<file path="config.mk">
export PLATFORM = sky130hd
export DESIGN_NAME = reload_timer8
export DESIGN_NICKNAME = d
export VERILOG_FILES = /design/src/rtl/rtmr_pkg.sv /design/src/rtl/rtmr_datapath.sv /design/src/rtl/rtmr_ctrl.sv /design/src/rtl/reload_timer8.sv
export SDC_FILE = /design/constraint.sdc
export NUM_CORES = 1
export LEC_CHECK = 0
export ABC_AREA = 1
export BUFFER_PORTS_ARGS = -buffer_cell sky130_fd_sc_hd__buf_2
export CAP_MARGIN = 20
export CORE_UTILIZATION = 45
export CTS_CLUSTER_DIAMETER = 80
export DETAILED_ROUTE_END_ITERATION = 16
export GPL_ROUTABILITY_DRIVEN = 0
export PLACE_DENSITY = 0.73
export SYNTH_ARGS = -nofsm -noshare
export SYNTH_HDL_FRONTEND = slang
export SYNTH_HIERARCHICAL = 1
export SYNTH_SLANG_ARGS = --single-unit
</file>
<file path="constraint.sdc">
create_clock -name clk -period 1.95 [get_ports clk]
set_input_delay 0.0975 -clock clk [delete_from_list [all_inputs] [get_ports clk]]
set_output_delay 0.0975 -clock clk [all_outputs]
set_load 0.01 [all_outputs]
</file>
<file path="src/rtl/rtmr_pkg.sv">
package rtmr_pkg;
  localparam int unsigned DATA_W   = 8;
  localparam int unsigned ADDR_W   = 2;
  localparam logic [ADDR_W-1:0] ADDR_CNT = 2'd0;
  localparam logic [ADDR_W-1:0] ADDR_REL = 2'd1;
  localparam logic [ADDR_W-1:0] ADDR_CTL = 2'd2;
  localparam int unsigned RUN_BIT  = 0;
  localparam int unsigned FLAG_BIT = 1;

  typedef struct packed {
    logic loadCnt;
    logic loadRel;
    logic stepCnt;
    logic reloadCnt;
  } rtmrStrobe_t;
endpackage

</file>
<file path="src/rtl/rtmr_datapath.sv">
module rtmr_datapath
  import rtmr_pkg::*;
#(
  parameter int unsigned W = DATA_W
) (
  input  logic         clk,
  input  logic         rstN,
  input  rtmrStrobe_t  stb,
  input  logic [W-1:0] wrData,
  output logic [W-1:0] countQ,
  output logic [W-1:0] reloadQ,
  output logic         cntAtMax
);
  localparam logic [W-1:0] ONE = {{(W-1){1'b0}}, 1'b1};

  always_ff @(posedge clk) begin
    if (!rstN) begin
      countQ <= '0;
    end else if (stb.loadCnt) begin
      countQ <= wrData;
    end else if (stb.reloadCnt) begin
      countQ <= reloadQ;
    end else if (stb.stepCnt) begin
      countQ <= countQ + ONE;
    end
  end

  always_ff @(posedge clk) begin
    if (!rstN) begin
      reloadQ <= '0;
    end else if (stb.loadRel) begin
      reloadQ <= wrData;
    end
  end

  assign cntAtMax = &countQ;


  reload_value_chk: assert property (@(posedge clk) disable iff (!rstN)
    stb.reloadCnt |=> countQ == $past(reloadQ));


  reload_hold_chk: assert property (@(posedge clk) disable iff (!rstN)
    !stb.loadRel |=> $stable(reloadQ));


  count_write_chk: assert property (@(posedge clk) disable iff (!rstN)
    stb.loadCnt |=> countQ == $past(wrData));
endmodule

</file>
<file path="src/rtl/rtmr_ctrl.sv">
module rtmr_ctrl
  import rtmr_pkg::*;
(
  input  logic              clk,
  input  logic              rstN,
  input  logic              tickEn,
  input  logic              wrEn,
  input  logic [ADDR_W-1:0] wrAddr,
  input  logic              ctlRun,
  input  logic              ctlFlag,
  input  logic              intAck,
  input  logic              cntAtMax,
  output rtmrStrobe_t       stb,
  output logic              runQ,
  output logic              flagQ
);
  logic wrCnt, wrRel, wrCtl, counting, swClear;

  assign wrCnt    = wrEn && (wrAddr == ADDR_CNT);
  assign wrRel    = wrEn && (wrAddr == ADDR_REL);
  assign wrCtl    = wrEn && (wrAddr == ADDR_CTL);
  assign counting = runQ && tickEn && !wrCnt;
  assign swClear  = wrCtl && !ctlFlag;

  always_comb begin
    stb.loadCnt   = wrCnt;
    stb.loadRel   = wrRel;
    stb.stepCnt   = counting && !cntAtMax;
    stb.reloadCnt = counting && cntAtMax;
  end

  always_ff @(posedge clk) begin
    if (!rstN) begin
      runQ <= 1'b0;
    end else if (wrCtl) begin
      runQ <= ctlRun;
    end
  end

  always_ff @(posedge clk) begin
    if (!rstN) begin
      flagQ <= 1'b0;
    end else if (stb.reloadCnt) begin
      flagQ <= 1'b1;
    end else if (intAck || swClear) begin
      flagQ <= 1'b0;
    end
  end


  set_wins_chk: assert property (@(posedge clk) disable iff (!rstN)
    stb.reloadCnt |=> flagQ);


  flag_source_chk: assert property (@(posedge clk) disable iff (!rstN)
    $rose(flagQ) |-> $past(stb.reloadCnt));


  ack_clear_chk: assert property (@(posedge clk) disable iff (!rstN)
    (intAck && !stb.reloadCnt) |=> !flagQ);


  no_overflow_chk: assert property (@(posedge clk) disable iff (!rstN)
    wrCnt |-> !(stb.stepCnt || stb.reloadCnt));
endmodule

</file>
<file path="src/rtl/reload_timer8.sv">
module reload_timer8
  import rtmr_pkg::*;
(
  input  logic              clk,
  input  logic              rstN,
  input  logic              tickEn,
  input  logic              wrEn,
  input  logic [ADDR_W-1:0] wrAddr,
  input  logic [DATA_W-1:0] wrData,
  input  logic              intAck,
  output logic [DATA_W-1:0] countVal,
  output logic [DATA_W-1:0] reloadVal,
  output logic              runBit,
  output logic              ovfFlag
);
  rtmrStrobe_t stb;
  logic        cntAtMax;

  rtmr_ctrl uCtrl (
    .clk      (clk),
    .rstN     (rstN),
    .tickEn   (tickEn),
    .wrEn     (wrEn),
    .wrAddr   (wrAddr),
    .ctlRun   (wrData[RUN_BIT]),
    .ctlFlag  (wrData[FLAG_BIT]),
    .intAck   (intAck),
    .cntAtMax (cntAtMax),
    .stb      (stb),
    .runQ     (runBit),
    .flagQ    (ovfFlag)
  );

  rtmr_datapath #(.W(DATA_W)) uDp (
    .clk      (clk),
    .rstN     (rstN),
    .stb      (stb),
    .wrData   (wrData),
    .countQ   (countVal),
    .reloadQ  (reloadVal),
    .cntAtMax (cntAtMax)
  );


  hold_when_idle_chk: assert property (@(posedge clk) disable iff (!rstN)
    (!(runBit && tickEn) && !(wrEn && wrAddr == ADDR_CNT)) |=> $stable(countVal));
endmodule

</file>
==> run_results.csv <==
group,metric,value,unit
status,outcome,"finished clean",
layout,num_antenna_cells,0,
sta,period_minus_slack,1.89,ns
synthesis,syn_area,1050,µm²
sta,tns,0,ns
sta,setup_violations,0,
routing,dr_total_vias,1219,
global_route,grt_pass1_vias,1084,
synthesis,synth_edf_count,0,
worst_setup_path,cp.depth,10,
worst_setup_path,crit_fanout,5,
sta,setup_ws,0.0622,ns
synthesis,synth_seq_area_share,34.3,%
power_and_ir_drop,p_per_area,555,nW/µm²
global_route,grt_max_degree,14,
clocking,clk_latency,0.30,ns
worst_setup_path,criticalPathCategory,"register to register",
synthesis,synth_cell_types,27,
sta,final_max_slew_viol_count,0,
synthesis,synth_ff_type,"dfxtp_1",
die,initial_core_util,47.5,%
synthesis,synth-seq-cells,18,
layout,final_cells,231,
routing,routedWlPerCell,13.2,µm
synthesis,synthArstFlopShare,0,%
synthesis,yosysTopAreaCellShare,34.3,%
global_route,grt_pass1_wl,4.82,mm
job,cap_violations,0,
clocking,cts_root_buf,"clkbuf_4",
routing,drt_pass1_iterations,4,
die,pin_count,33,
layout,nets,220,
hold_path,holdPathStages,3,
synthesis,syn_nets,179,
routing,drtIter0Drc,64,
layout,finish.utilization,61.9,%
power_and_ir_drop,peakVddDrop,0.000373,V
synthesis,ys_top_cells_by_count,"nor2_1 (32), nand2_1 (27), inv_1 (22)",
die,die_w,50.3,µm
die,fp.dieH,50.3,µm
sta,worst_pin_slew,0.275,ns
placement,dp_hpwl,2.15,mm
routing,wirelength,3.06,mm
clocking,cts_buffers,3,
routing,avgViaCountPerCell,5.28,
worst_setup_path,startpoint_type,"register",
hold_path,min_to,"uCtrl/runQ",
synthesis,ys_warn_count,6,
sta,holdWs,0.0383,ns
die,core_area,2210,µm²
hold_path,min_path_type,"primary input to register",
layout,layout-area-overhead-vs-synth,30.5,%
synthesis,yosysMostFrequentCell,"nor2_1",
routing,ant_nets,0,
worst_setup_path,slowest_delay,0.37,ns
power_and_ir_drop,cellLeakagePower,0.692,nW
synthesis,yosys-top-cells-area,"dfxtp_1 (34%), nor2_1 (11%), nand2_1 (9.7%)",
placement,dp.cells,222,
power_and_ir_drop,totalPowerFinal,0.760,mW
clocking,hold_buffers,0,
sta,finClkSkew,0.00772,ns
placement,port_buffers,32,
worst_setup_path,r2r_slack,0.06,ns
worst_setup_path,crit_family,"simple AND/OR/NAND/NOR gates",
die,dieArea,2530,µm²
worst_setup_path,critPathBufInv,2,
worst_setup_path,r2r_cells,10,
worst_setup_path,setup.worst_path.end_class,"register",
worst_setup_path,crit_chain,"ha_4 > nand3_4 > nor4_4 > nand3_2 > inv_4 > nor2_4 > nor2_4 > buf_4 > o211ai_1 > a21oi_1",
clocking,tritoncts,"done",
placement,place_area,1250,µm²
sta,final-hold-violation-count,0,
hold_path,hp-start,"wrData[0]",
sta,period_share,96.8,%
clocking,cts_sinks,18,
worst_setup_path,arrival,2.12,ns
clocking,cts-htree-levels,1,
global_route,grt_overflow,0,
worst_setup_path,crit_top_cell,"nor2_4",
worst_setup_path,r2r_end,"uDp/countQ[2]",
routing,drc,0,
sta,relSlewSlack,81.5,%
clocking,clock_path_buffers,2,
worst_setup_path,r2r_start,"uDp/countQ[0]",
worst_setup_path,critPathRequiredTime,2.18,ns
layout,drive_above_1_share,33.0,%
synthesis,syn_area_per_cell,6.44,µm²
layout,final_cell_area,1370,µm²
global_route,grtUsageTotal,25.4,%
clocking,cts.clk_slew.worst_paths,0.11,ns
global_route,grt_antenna_before_repair,0,
synthesis,syn_inst,163,
die,rows,17,
placement,preCtsSetupSlack,0.0209,ns
synthesis,yosysTopAreaCell,"dfxtp_1",
worst_setup_path,cp_slowest_cell,"dfxtp_2",
sta,clock.fmax,530,MHz
[area by class of cell]
type	instances	area (µm²)
fill	200	842
multi-input combinational	114	603
tap	28	35.0
sequential	18	364
timing repair buffer	42	235
clock buffer	4	36.3
inverter	25	96.3
[cell families after synthesis]
| family | count (synthesis) | share of synthesized area (%) |
|---|---|---|
| and+or+nand+nor | 80 | 34.8 |
| AOI/OAI and AO/OA | 33 | 17.0 |
| buffers and inverters | 31 | 12.6 |
| DFF | 18 | 34.3 |
| adders and majority gates | 1 | 1.19 |
[worst max-delay path by stage]
stage          slack [ns]            end     startpoint
3_3_place_gp         0.09  uDp/countQ[6]  uDp/countQ[3]
6_report             0.06  uDp/countQ[2]  uDp/countQ[0]
5_1_grt             -0.03  uDp/countQ[4]  uDp/countQ[0]
2_1_floorplan         0.1  uDp/countQ[1]  uDp/countQ[1]
4_1_cts              0.02  uDp/countQ[6]  uDp/countQ[3]
3_5_place_dp         0.02  uDp/countQ[6]  uDp/countQ[3]
[routing by layer]
metal	track usage, %	vias to the layer above	routed length (µm)	share of wire [%]
li1	-	599	-	-
met1	33.2	553	1330	43
met2	42.0	61	1460	48
met3	3.94	6	212	6.9
met4	8.80	0	55	1.8
met5	0	-	0	0
[placed cells by master (no fill, tap or decap), drive strengths merged, types with 2 or more instances in the layout]
cell / n
buf: 42
nor2: 35
nand2: 28
inv: 25
o21ai: 20
dfxtp: 18
nand3: 11
a21oi: 9
clkbuf: 4
o211ai: 2
nor3: 2
[registers in the layout (all words and copies together), names as in the netlist]
signal and flops:
uCtrl/runQ 1, uDp/reloadQ 8, uCtrl/flagQ 1, uDp/countQ 8
[worst register-to-register path, delay by kind of cell (launching register included)]
kind | cells | cell delay (ns)
AND/OR/NAND/NOR | 5 | 0.80
flip-flops | 1 | 0.37
buffers and inverters | 2 | 0.25
AO/OA/AOI/OAI | 2 | 0.25
adder cells (fa/ha/maj) | 1 | 0.16
[power breakdown]
group          total (mW)  switching [mW]  leakage (nW)  internal (mW)
clock network       0.238           0.124        0.0210          0.114
registers           0.398          0.0143         0.148          0.384
logic               0.124          0.0730         0.523         0.0513
total               0.760           0.211         0.692          0.549
[what timing repair did]
action                                  in CTS  in global routing
resized for setup                            1                 14
endpoints found under the setup margin       4                  8
setup buffers                                0                  5
pin swaps                                    0                  6
hold endpoints to repair                     0                  0
(Power assumes the default switching activity.)
